### config.mk
export PLATFORM = sky130hd
export DESIGN_NAME = branch_skip_unit
export DESIGN_NICKNAME = d
export VERILOG_FILES = /design/src/rtl/branch_skip_pkg.sv /design/src/rtl/branch_skip_cond.sv /design/src/rtl/branch_skip_next.sv /design/src/rtl/branch_skip_unit.sv
export SDC_FILE = /design/constraint.sdc
export NUM_CORES = 1
export LEC_CHECK = 0
export ABC_CLOCK_PERIOD_IN_PS = 4200
export BUFFER_PORTS_ARGS = -buffer_cell sky130_fd_sc_hd__buf_2
export CORE_MARGIN = 2
export CORE_UTILIZATION = 40
export CTS_CLUSTER_SIZE = 20
export DETAILED_ROUTE_END_ITERATION = 16
export GPL_TIMING_DRIVEN = 0
export PLACE_DENSITY = 0.75
export SLEW_MARGIN = 40
export SYNTH_ARGS = -nofsm -noshare
export SYNTH_HDL_FRONTEND = slang
export SYNTH_SLANG_ARGS = --single-unit
### constraint.sdc
create_clock -name clk -period 4.2 [get_ports clk]
set_clock_uncertainty 0.15 [all_clocks]
set_input_delay 0.84 -clock clk [delete_from_list [all_inputs] [get_ports clk]]
set_output_delay 0.84 -clock clk [all_outputs]
set_load 0.005 [all_outputs]
### src/rtl/branch_skip_pkg.sv
package branch_skip_pkg;
    typedef enum logic [2:0] {
        OP_BR_SET   = 3'd0,
        OP_BR_CLR   = 3'd1,
        OP_BR_GE    = 3'd2,
        OP_BR_LT    = 3'd3,
        OP_SKIP_CLR = 3'd4,
        OP_SKIP_SET = 3'd5,
        OP_SKIP_EQ  = 3'd6,
        OP_STEP     = 3'd7
    } op_e;

    typedef enum logic {
        ST_IDLE   = 1'b0,
        ST_RESULT = 1'b1
    } state_e;

    localparam int FLAG_Z = 1;
    localparam int FLAG_N = 2;
    localparam int FLAG_V = 3;
endpackage

### src/rtl/branch_skip_cond.sv
module branch_skip_cond
    import branch_skip_pkg::*;
#(
    parameter int DATA_W = 8
) (
    input  op_e               op,
    input  logic [DATA_W-1:0] sreg,
    input  logic [2:0]        flag_sel,
    input  logic              test_bit,
    input  logic [DATA_W-1:0] cmp_a,
    input  logic [DATA_W-1:0] cmp_b,
    output logic              cond_true,
    output logic              is_skip
);
    logic flag_bit;
    logic sign_lt;

    assign flag_bit = sreg[flag_sel];
    assign sign_lt  = sreg[FLAG_N] ^ sreg[FLAG_V];

    always_comb begin
        cond_true = 1'b0;
        is_skip   = 1'b0;
        unique case (op)
            OP_BR_SET:   cond_true = flag_bit;
            OP_BR_CLR:   cond_true = !flag_bit;
            OP_BR_GE:    cond_true = !sign_lt;
            OP_BR_LT:    cond_true = sign_lt;
            OP_SKIP_CLR: begin is_skip = 1'b1; cond_true = !test_bit; end
            OP_SKIP_SET: begin is_skip = 1'b1; cond_true = test_bit; end
            OP_SKIP_EQ:  begin is_skip = 1'b1; cond_true = (cmp_a == cmp_b); end
            OP_STEP:     cond_true = 1'b0;
        endcase
    end
endmodule

### src/rtl/branch_skip_next.sv
module branch_skip_next #(
    parameter int PC_W  = 11,
    parameter int OFF_W = 7
) (
    input  logic [PC_W-1:0]  pc,
    input  logic [OFF_W-1:0] offset,
    input  logic             cond_true,
    input  logic             is_skip,
    input  logic             two_word,
    output logic [PC_W-1:0]  next_pc,
    output logic [1:0]       cycles
);
    localparam int EXT_W = PC_W - OFF_W;

    logic [PC_W-1:0] off_ext;
    logic [PC_W-1:0] step;

    assign off_ext = {{EXT_W{offset[OFF_W-1]}}, offset};

    always_comb begin
        if (!cond_true) begin
            step   = PC_W'(1);
            cycles = 2'd1;
        end else if (is_skip) begin
            step   = two_word ? PC_W'(3) : PC_W'(2);
            cycles = two_word ? 2'd3 : 2'd2;
        end else begin
            step   = off_ext + PC_W'(1);
            cycles = 2'd2;
        end
    end

    assign next_pc = pc + step;
endmodule

### src/rtl/branch_skip_unit.sv
module branch_skip_unit
    import branch_skip_pkg::*;
#(
    parameter int PC_W  = 11,
    parameter int OFF_W = 7
) (
    input  logic             clk,
    input  logic             rst_n,
    input  logic             issue_i,
    input  logic [2:0]       op_i,
    input  logic [PC_W-1:0]  pc_i,
    input  logic [OFF_W-1:0] offset_i,
    input  logic [7:0]       sreg_i,
    input  logic [2:0]       flag_sel_i,
    input  logic             test_bit_i,
    input  logic [7:0]       cmp_a_i,
    input  logic [7:0]       cmp_b_i,
    input  logic             next_two_word_i,
    output logic             done_o,
    output logic [PC_W-1:0]  next_pc_o,
    output logic             taken_o,
    output logic [1:0]       cycles_o
);
    state_e          state_q, state_d;
    logic            cond_true, is_skip;
    logic [PC_W-1:0] calc_pc;
    logic [1:0]      calc_cycles;

    branch_skip_cond #(.DATA_W(8)) u_cond (
        .op        (op_e'(op_i)),
        .sreg      (sreg_i),
        .flag_sel  (flag_sel_i),
        .test_bit  (test_bit_i),
        .cmp_a     (cmp_a_i),
        .cmp_b     (cmp_b_i),
        .cond_true (cond_true),
        .is_skip   (is_skip)
    );

    branch_skip_next #(.PC_W(PC_W), .OFF_W(OFF_W)) u_next (
        .pc        (pc_i),
        .offset    (offset_i),
        .cond_true (cond_true),
        .is_skip   (is_skip),
        .two_word  (next_two_word_i),
        .next_pc   (calc_pc),
        .cycles    (calc_cycles)
    );

    always_comb begin
        state_d = state_q;
        unique case (state_q)
            ST_IDLE:   if (issue_i) state_d = ST_RESULT;
            ST_RESULT: if (!issue_i) state_d = ST_IDLE;
        endcase
    end

    always_ff @(posedge clk) begin
        if (!rst_n) state_q <= ST_IDLE;
        else        state_q <= state_d;
    end

    always_ff @(posedge clk) begin
        if (!rst_n) begin
            next_pc_o <= '0;
            taken_o   <= 1'b0;
            cycles_o  <= 2'd0;
        end else if (issue_i) begin
            next_pc_o <= calc_pc;
            taken_o   <= cond_true;
            cycles_o  <= calc_cycles;
        end
    end

    assign done_o = (state_q == ST_RESULT);

    AST_ISSUE_GIVES_DONE: assert property (@(posedge clk) disable iff (!rst_n)
        issue_i |=> done_o);
    AST_IDLE_HOLDS_PC: assert property (@(posedge clk) disable iff (!rst_n)
        !issue_i |=> (!done_o && $stable(next_pc_o) && $stable(cycles_o)));
    AST_NOT_TAKEN_ONE: assert property (@(posedge clk) disable iff (!rst_n)
        (done_o && !taken_o) |-> (cycles_o == 2'd1));
    AST_SKIP_STEP_COST: assert property (@(posedge clk) disable iff (!rst_n)
        (issue_i && op_i >= 3'd4 && op_i <= 3'd6) |=>
        (PC_W'(next_pc_o - $past(pc_i)) == PC_W'(cycles_o)));
    AST_BRANCH_TAKEN_TWO: assert property (@(posedge clk) disable iff (!rst_n)
        (issue_i && op_i <= 3'd3) |=> (taken_o == (cycles_o == 2'd2)));
endmodule

==> results of run 1 <==
## power by group through the flow
stage / Sequential [uW] / Combinational, uW / Clock (uW)
6_report: 155 / 216 / 73.3
5_1_grt: 156 / 243 / 82.2
4_1_cts: 155 / 210 / 74.5
3_5_place_dp: 158 / 191 / 0
3_3_place_gp: 158 / 187 / 0
2_1_floorplan: 159 / 121 / 0
## metrics by stage
| stage | hold WS (ps) | std cells |
|---|---|---|
| 2_1_floorplan | 326 | 158 |
| 5_1_grt | 373 | 279 |
| 3_5_place_dp | 320 | 268 |
| 6_report | 339 | 279 |
| 3_3_place_gp | 321 | 268 |
| 4_1_cts | 340 | 279 |
## area by class of cell
class                           count  area, sq um  area share
Tap cell                           44         55.1      0.0291
Timing Repair Buffer               74          400       0.212
Inverter                            8         30.0      0.0159
Clock buffer                        3         22.5      0.0119
Multi-Input combinational cell    132         1080       0.573
Sequential cell                    14          280       0.148
Buffer                              4         18.8     0.00993
## flip-flops by register name, indices dropped and copies added, names as in the netlist
| register | cells |
|---|---|
| done_o | 1 |
| cycles_o | 2 |
| next_pc_o | 11 |
## synth_stat cells (all sizes together), types with 2 or more instances
| cell | n | area share |
|---|---|---|
| nand2b | 5 | 0.024 |
| o211ai | 4 | 0.023 |
| a31oi | 3 | 0.014 |
| dfxtp | 14 | 0.21 |
| nand3b | 3 | 0.017 |
| inv | 8 | 0.023 |
| nor2 | 7 | 0.020 |
| mux4 | 2 | 0.040 |
| and3 | 2 | 0.0094 |
| mux2 | 2 | 0.017 |
| nor3 | 3 | 0.011 |
| xnor2 | 9 | 0.059 |
| nand3 | 4 | 0.015 |
| o21ai | 10 | 0.038 |
| a21oi | 9 | 0.034 |
| a21o | 2 | 0.011 |
| nor2b | 8 | 0.038 |
| nand2 | 10 | 0.028 |
| xor2 | 11 | 0.073 |
| o22ai | 2 | 0.0094 |
| ha | 11 | 0.10 |
| clkbuf | 3 | 0.0085 |
| mux2i | 6 | 0.045 |
| nor4 | 2 | 0.0094 |
| nor3b | 3 | 0.017 |
## path summary, 6_finish.rpt
path,startpoint,end,slack [ps],cells past startpoint
worst min register to register,next_pc_o[5],next_pc_o[5],340,2
worst max-delay path,flag_sel_i[0],next_pc_o[10],-100,13
worst max register to register,next_pc_o[8],next_pc_o[8],3360,3
worst min-delay path,next_pc_o[5],next_pc_o[5],340,2
## cell families (layout without fill, tap and decap cells)
group,count (synthesis),count (layout),share of synthesized area
adder cells (fa/ha/maj),12,12,0.119
flip-flops,14,14,0.212
multiplexers,10,10,0.102
XOR/XNOR,20,20,0.132
AO/OA/AOI/OAI,39,39,0.188
AND/OR/NAND/NOR,51,51,0.211
buffers and inverters,12,89,0.0368
## what timing repair did
| item | CTS | global route |
|---|---|---|
| gates cloned | 0 | 0 |
| buffers inserted | 8 | 1 |
| pin swaps | 5 | 3 |
| endpoints found under the setup margin | 2 | 3 |
| resized for setup | 12 | 5 |
## routing by layer
| metal | routed length, microns | vias to the layer above | part of all wire | global-route usage |
|---|---|---|---|---|
| met5 | 0 | - | 0 | 0 |
| met4 | 0 | 0 | 0 | 0.00912 |
| met3 | 232 | 0 | 0.074 | 0.0504 |
| met2 | 1670 | 48 | 0.53 | 0.346 |
| met1 | 1230 | 641 | 0.39 | 0.197 |
| li1 | - | 731 | - | - |
## worst register-to-register path, delay by kind of cell, from the launching register on
family / cells / cell delay [ps]
AO/OA/AOI/OAI: 1 / 60
buffers and inverters: 1 / 50
AND/OR/NAND/NOR: 1 / 170
flip-flops: 1 / 310
==> results.py, run 1 <==
metrics = {
    "route": {
        "drtAntennaViolNets": 0,
        "vias": 1420,
        "viasPerCell": 5.09,
        "first_pass_iters": 4,
        "post_drt_wl_per_cell_microns": 11.2,
        "route.detailed.drc": 0,
        "wl_microns": 3130,
        "drtIter0Drc": 35,
    },
    "die": {
        "dieArea_sq_um": 3790,
        "start_util": 0.427,
        "core.rowCount": 20,
        "fp.dieW_microns": 61.6,
        "coreArea_sq_um": 3100,
        "die_h_microns": 61.6,
        "ioPinCount": 68,
    },
    "sta": {
        "fin_ws_ps": -98.9,
        "slew-limit-headroom": 0.604,
        "finalSetupViolCount": 1,
        "min_period_ps": 4300,
        "hold_viol_final": 0,
        "fmax_mhz": 233,
        "rsz0062_at_grt": "true",
        "setup_tns_ps": -98.9,
        "finalCritPeriodShare": 1.02,
        "tightest_slew_ps": 595,
        "drv_slew": 0,
    },
    "power_and_ir_drop": {
        "clkPwrFrac": 0.165,
        "p_comb_frac": 0.486,
        "p_total_uw": 444,
        "p_int_uw": 296,
        "irDropWorstVdd_mv": 0.118,
        "p_seq_frac": 0.348,
        "p_switching_uw": 147,
        "power_leakage_uw": 0.000923,
        "switching_share": 0.332,
        "p_per_area_nw_per_um2": 235,
    },
    "global_route": {
        "grt_use_total": 0.177,
        "grt_max_degree": 11,
        "first_global_vias": 1292,
        "grt_pass1_wl_microns": 5060,
        "antenna_found_initial": 0,
        "grt_overflow": 0,
    },
    "run_status": {
        "violations": "negative setup slack",
        "status": "complete, but fails checks",
    },
    "yosys": {
        "yosys_warnings": 0,
        "synth_area_sq_um": 1330,
        "postSynthRegisterBits": 14,
        "yosysSeqAreaShare": 0.212,
        "synth_flop_cell": "dfxtp_1",
        "synth_edf_count": 0,
        "synth_nets": 223,
        "yosysUniqueCellTypes": 40,
        "syn_avg_cell_area_sq_um": 8.39,
        "postSynthCellCount": 158,
        "synthArstFlopShare": 0,
    },
    "placement": {
        "portBuffers": 66,
        "place_ws_ps": -609,
        "place_hpwl_microns": 2560,
        "gp_congestion": 0.816,
        "placed_cell_area_sq_um": 1730,
    },
    "cells_and_area": {
        "final_common_cell": "buf_2",
        "final_util": 0.609,
        "layout.cells.most_common_list": "buf_2, dfxtp_1, xor2_1",
        "fill_cells": 314,
        "syn_to_final_growth_pct": 42.6,
        "design_area_sq_um": 1890,
        "final_nets": 302,
        "antennaDiodeCount": 0,
        "drive_gt1_frac": 0.409,
    },
    "setup_path": {
        "critPathKind": "input port to flip-flop",
        "endpoint_kind": "flip-flop",
        "worst-path-buf-inv": 1,
        "crit_slowest_cell": "mux4_2",
        "crit_top_cell": "mux2_4",
        "crit_path_cell_trace": "buf_8 -> mux4_2 -> mux2_4 -> or3_4 -> a311o_2 -> nor2_1 -> ha_1 -> a21oi_2 -> nand2_1 -> o211ai_1 -> mux2_4 -> or4_4 -> a31oi_1",
        "start_kind": "input port",
        "critical_path_required_ps": 4260,
        "crit_family": "multiplexers",
        "cp_data_arrival_time_ps": 4360,
        "critPathMaxFanout": 6,
        "cpPeakStageDelay_ps": 490,
    },
    "min_path": {
        "hold_class": "flip-flop to flip-flop",
    },
    "clocking": {
        "htree_levels": 1,
        "clk_pin_slew_ps": 80,
        "ctsHoldBuffers": 0,
        "cts_sinks": 14,
        "cts_root_buf": "clkbuf_4",
        "cts-buffers-inserted": 3,
        "clock_latency_ps": 270,
        "cts_tree": "yes",
        "clockBufferDepth": 2,
    },
    "flow_run": {
        "max_cap_viol_count": 0,
    },
}
Note: power is estimated with default switching activity, not from simulation.
==> inputs of run 2 (changes only) <==
--- a/config.mk
+++ b/config.mk
@@ -13,6 +13,7 @@
 export DETAILED_ROUTE_END_ITERATION = 16
 export GPL_TIMING_DRIVEN = 0
 export PLACE_DENSITY = 0.75
+export SKIP_LAST_GASP = 1
 export SLEW_MARGIN = 40
 export SYNTH_ARGS = -nofsm -noshare
 export SYNTH_HDL_FRONTEND = slang
==> results.py, run 2 (synthesis results as in run 1) <==
metrics = {
    "run_status": {
        "status": "complete, but fails checks",
        "violations": "negative setup slack",
    },
    "power_and_ir_drop": {
        "p_comb_frac": 0.487,
        "p_seq_frac": 0.348,
        "irDropWorstVdd_mv": 0.118,
        "p_switching_uw": 148,
        "clkPwrFrac": 0.165,
        "p_int_uw": 296,
        "power_leakage_uw": 0.000922,
        "p_per_area_nw_per_um2": 234,
        "switching_share": 0.334,
    },
    "setup_path": {
        "crit_top_cell": "mux2_4",
        "start_kind": "input port",
        "crit_slowest_cell": "mux4_2",
        "cp_data_arrival_time_ps": 4380,
        "worst-path-buf-inv": 1,
        "critical_path_required_ps": 4260,
        "crit_family": "multiplexers",
        "worstRegToRegCells": 3,
        "critPathMaxFanout": 6,
        "crit_cells": 13,
        "critPathKind": "input port to flip-flop",
        "crit_path_cell_trace": "buf_8 -> mux4_2 -> mux2_4 -> or3_4 -> a311o_2 -> nor2_1 -> ha_1 -> a21oi_2 -> nand2_1 -> o211ai_1 -> mux2_4 -> or4_1 -> a31oi_1",
        "cpPeakStageDelay_ps": 490,
        "endpoint_kind": "flip-flop",
    },
    "sta": {
        "hold_viol_final": 0,
        "rsz0062_at_grt": "true",
        "drv_slew": 0,
        "finalCritPeriodShare": 1.03,
        "slew-limit-headroom": 0.600,
        "finalSetupViolCount": 1,
        "fmax_mhz": 231,
        "fin_ws_ps": -125,
        "setup_tns_ps": -125,
        "tightest_slew_ps": 600,
        "min_period_ps": 4320,
    },
    "placement": {
        "portBuffers": 66,
        "gp_congestion": 0.816,
        "place_hpwl_microns": 2560,
        "place_ws_ps": -609,
    },
    "die": {
        "core.rowCount": 20,
        "coreArea_sq_um": 3100,
        "die_h_microns": 61.6,
        "start_util": 0.427,
        "ioPinCount": 68,
        "fp.dieW_microns": 61.6,
        "dieArea_sq_um": 3790,
    },
    "min_path": {
        "hold_class": "flip-flop to flip-flop",
        "hold_depth": 2,
    },
    "route": {
        "viasPerCell": 5.06,
        "dr.max_layer_used": "met3",
        "first_pass_iters": 4,
        "post_drt_wl_per_cell_microns": 11.1,
        "wl_microns": 3090,
        "vias": 1413,
        "drtIter0Drc": 30,
        "drtAntennaViolNets": 0,
        "met2_length_microns": 1630,
        "route.detailed.drc": 0,
        "wl_met3_microns": 232,
        "wl_met1_microns": 1230,
    },
    "clocking": {
        "clock_latency_ps": 270,
        "cts_root_buf": "clkbuf_4",
        "clk_pin_slew_ps": 80,
        "clockBufferDepth": 2,
        "cts-buffers-inserted": 3,
        "ctsHoldBuffers": 0,
        "cts_sinks": 14,
        "cts_tree": "yes",
        "htree_levels": 1,
    },
    "global_route": {
        "grt_pass1_wl_microns": 4990,
        "grt_overflow": 0,
        "grt_use_total": 0.174,
        "first_global_vias": 1285,
        "grt_max_degree": 11,
        "antenna_found_initial": 0,
    },
    "cells_and_area": {
        "antennaDiodeCount": 0,
        "largest_register_ffs": 11,
        "syn_to_final_growth_pct": 43.2,
        "drive_gt1_frac": 0.413,
        "regMostFlops": "next_pc_o",
        "layout.cells.most_common_list": "buf_2, dfxtp_1, xor2_1",
        "final_common_cell": "buf_2",
        "final_nets": 302,
    },
    "flow_run": {
        "max_cap_viol_count": 0,
    },
}
-- run 2: cell types whose count changed in the layout (fill, tap and decap cells not counted) --
cell	delta
a21oi_1	-1
a21oi_2	+1
nor2_1	-1
nor2_4	+1
or4_1	+1
or4_4	-1
-- run 2: cell type report --
type                            count  area, sq um
Tap cell                           44         55.1
Clock buffer                        3         22.5
Fill cell                         310         1210
Sequential cell                    14          280
Multi-Input combinational cell    132         1090
Timing Repair Buffer               74          400
Buffer                              4         18.8
Inverter                            8         30.0
-- run 2: worst min-delay path: stages (launching register included) --
cell and delay, ps:
dfxtp_1 330, nand3b_1 70, o21ai_0 60
-- run 2: worst paths after layout --
path	from	to	slack (ps)
max	flag_sel_i[0]	next_pc_o[10]	-120
min	next_pc_o[5]	next_pc_o[5]	340
max reg2reg	next_pc_o[8]	next_pc_o[8]	3360
min reg2reg	next_pc_o[5]	next_pc_o[5]	340
-- run 2: power groups by stage --
stage | logic (uW) | clock network, uW | registers, uW
finish | 217 | 73.2 | 155
global route | 244 | 82.2 | 156
CTS | 208 | 74.5 | 155
detailed placement | 191 | 0 | 158
global placement | 187 | 0 | 158
floorplan | 121 | 0 | 159
-- run 2: metal layers --
layer  up-vias  track usage
li1        728            -
met1       637        0.197
met2        48        0.335
met4         0      0.00912
met3         0       0.0504
met5         -            0
-- run 2: per-stage QoR --
| step | cell area, sq um | std cells | power [uW] | util | hold WS [ps] |
|---|---|---|---|---|---|
| after floorplan | 1340 | 158 | 280 | - | 326 |
| after global placement | 1730 | 268 | 345 | 0.557 | 321 |
| after detailed placement | 1730 | 268 | 348 | 0.557 | 320 |
| after CTS | 1850 | 279 | 438 | 0.596 | 340 |
| after global routing | 1900 | 279 | 483 | 0.611 | 373 |
| final | 1900 | 279 | 444 | 0.611 | 339 |
-- run 2: repair_timing --
action,CTS,global route
gates resized for setup,8,11
setup buffers,8,1
pin swaps,5,7
endpoints found under the setup margin,2,4
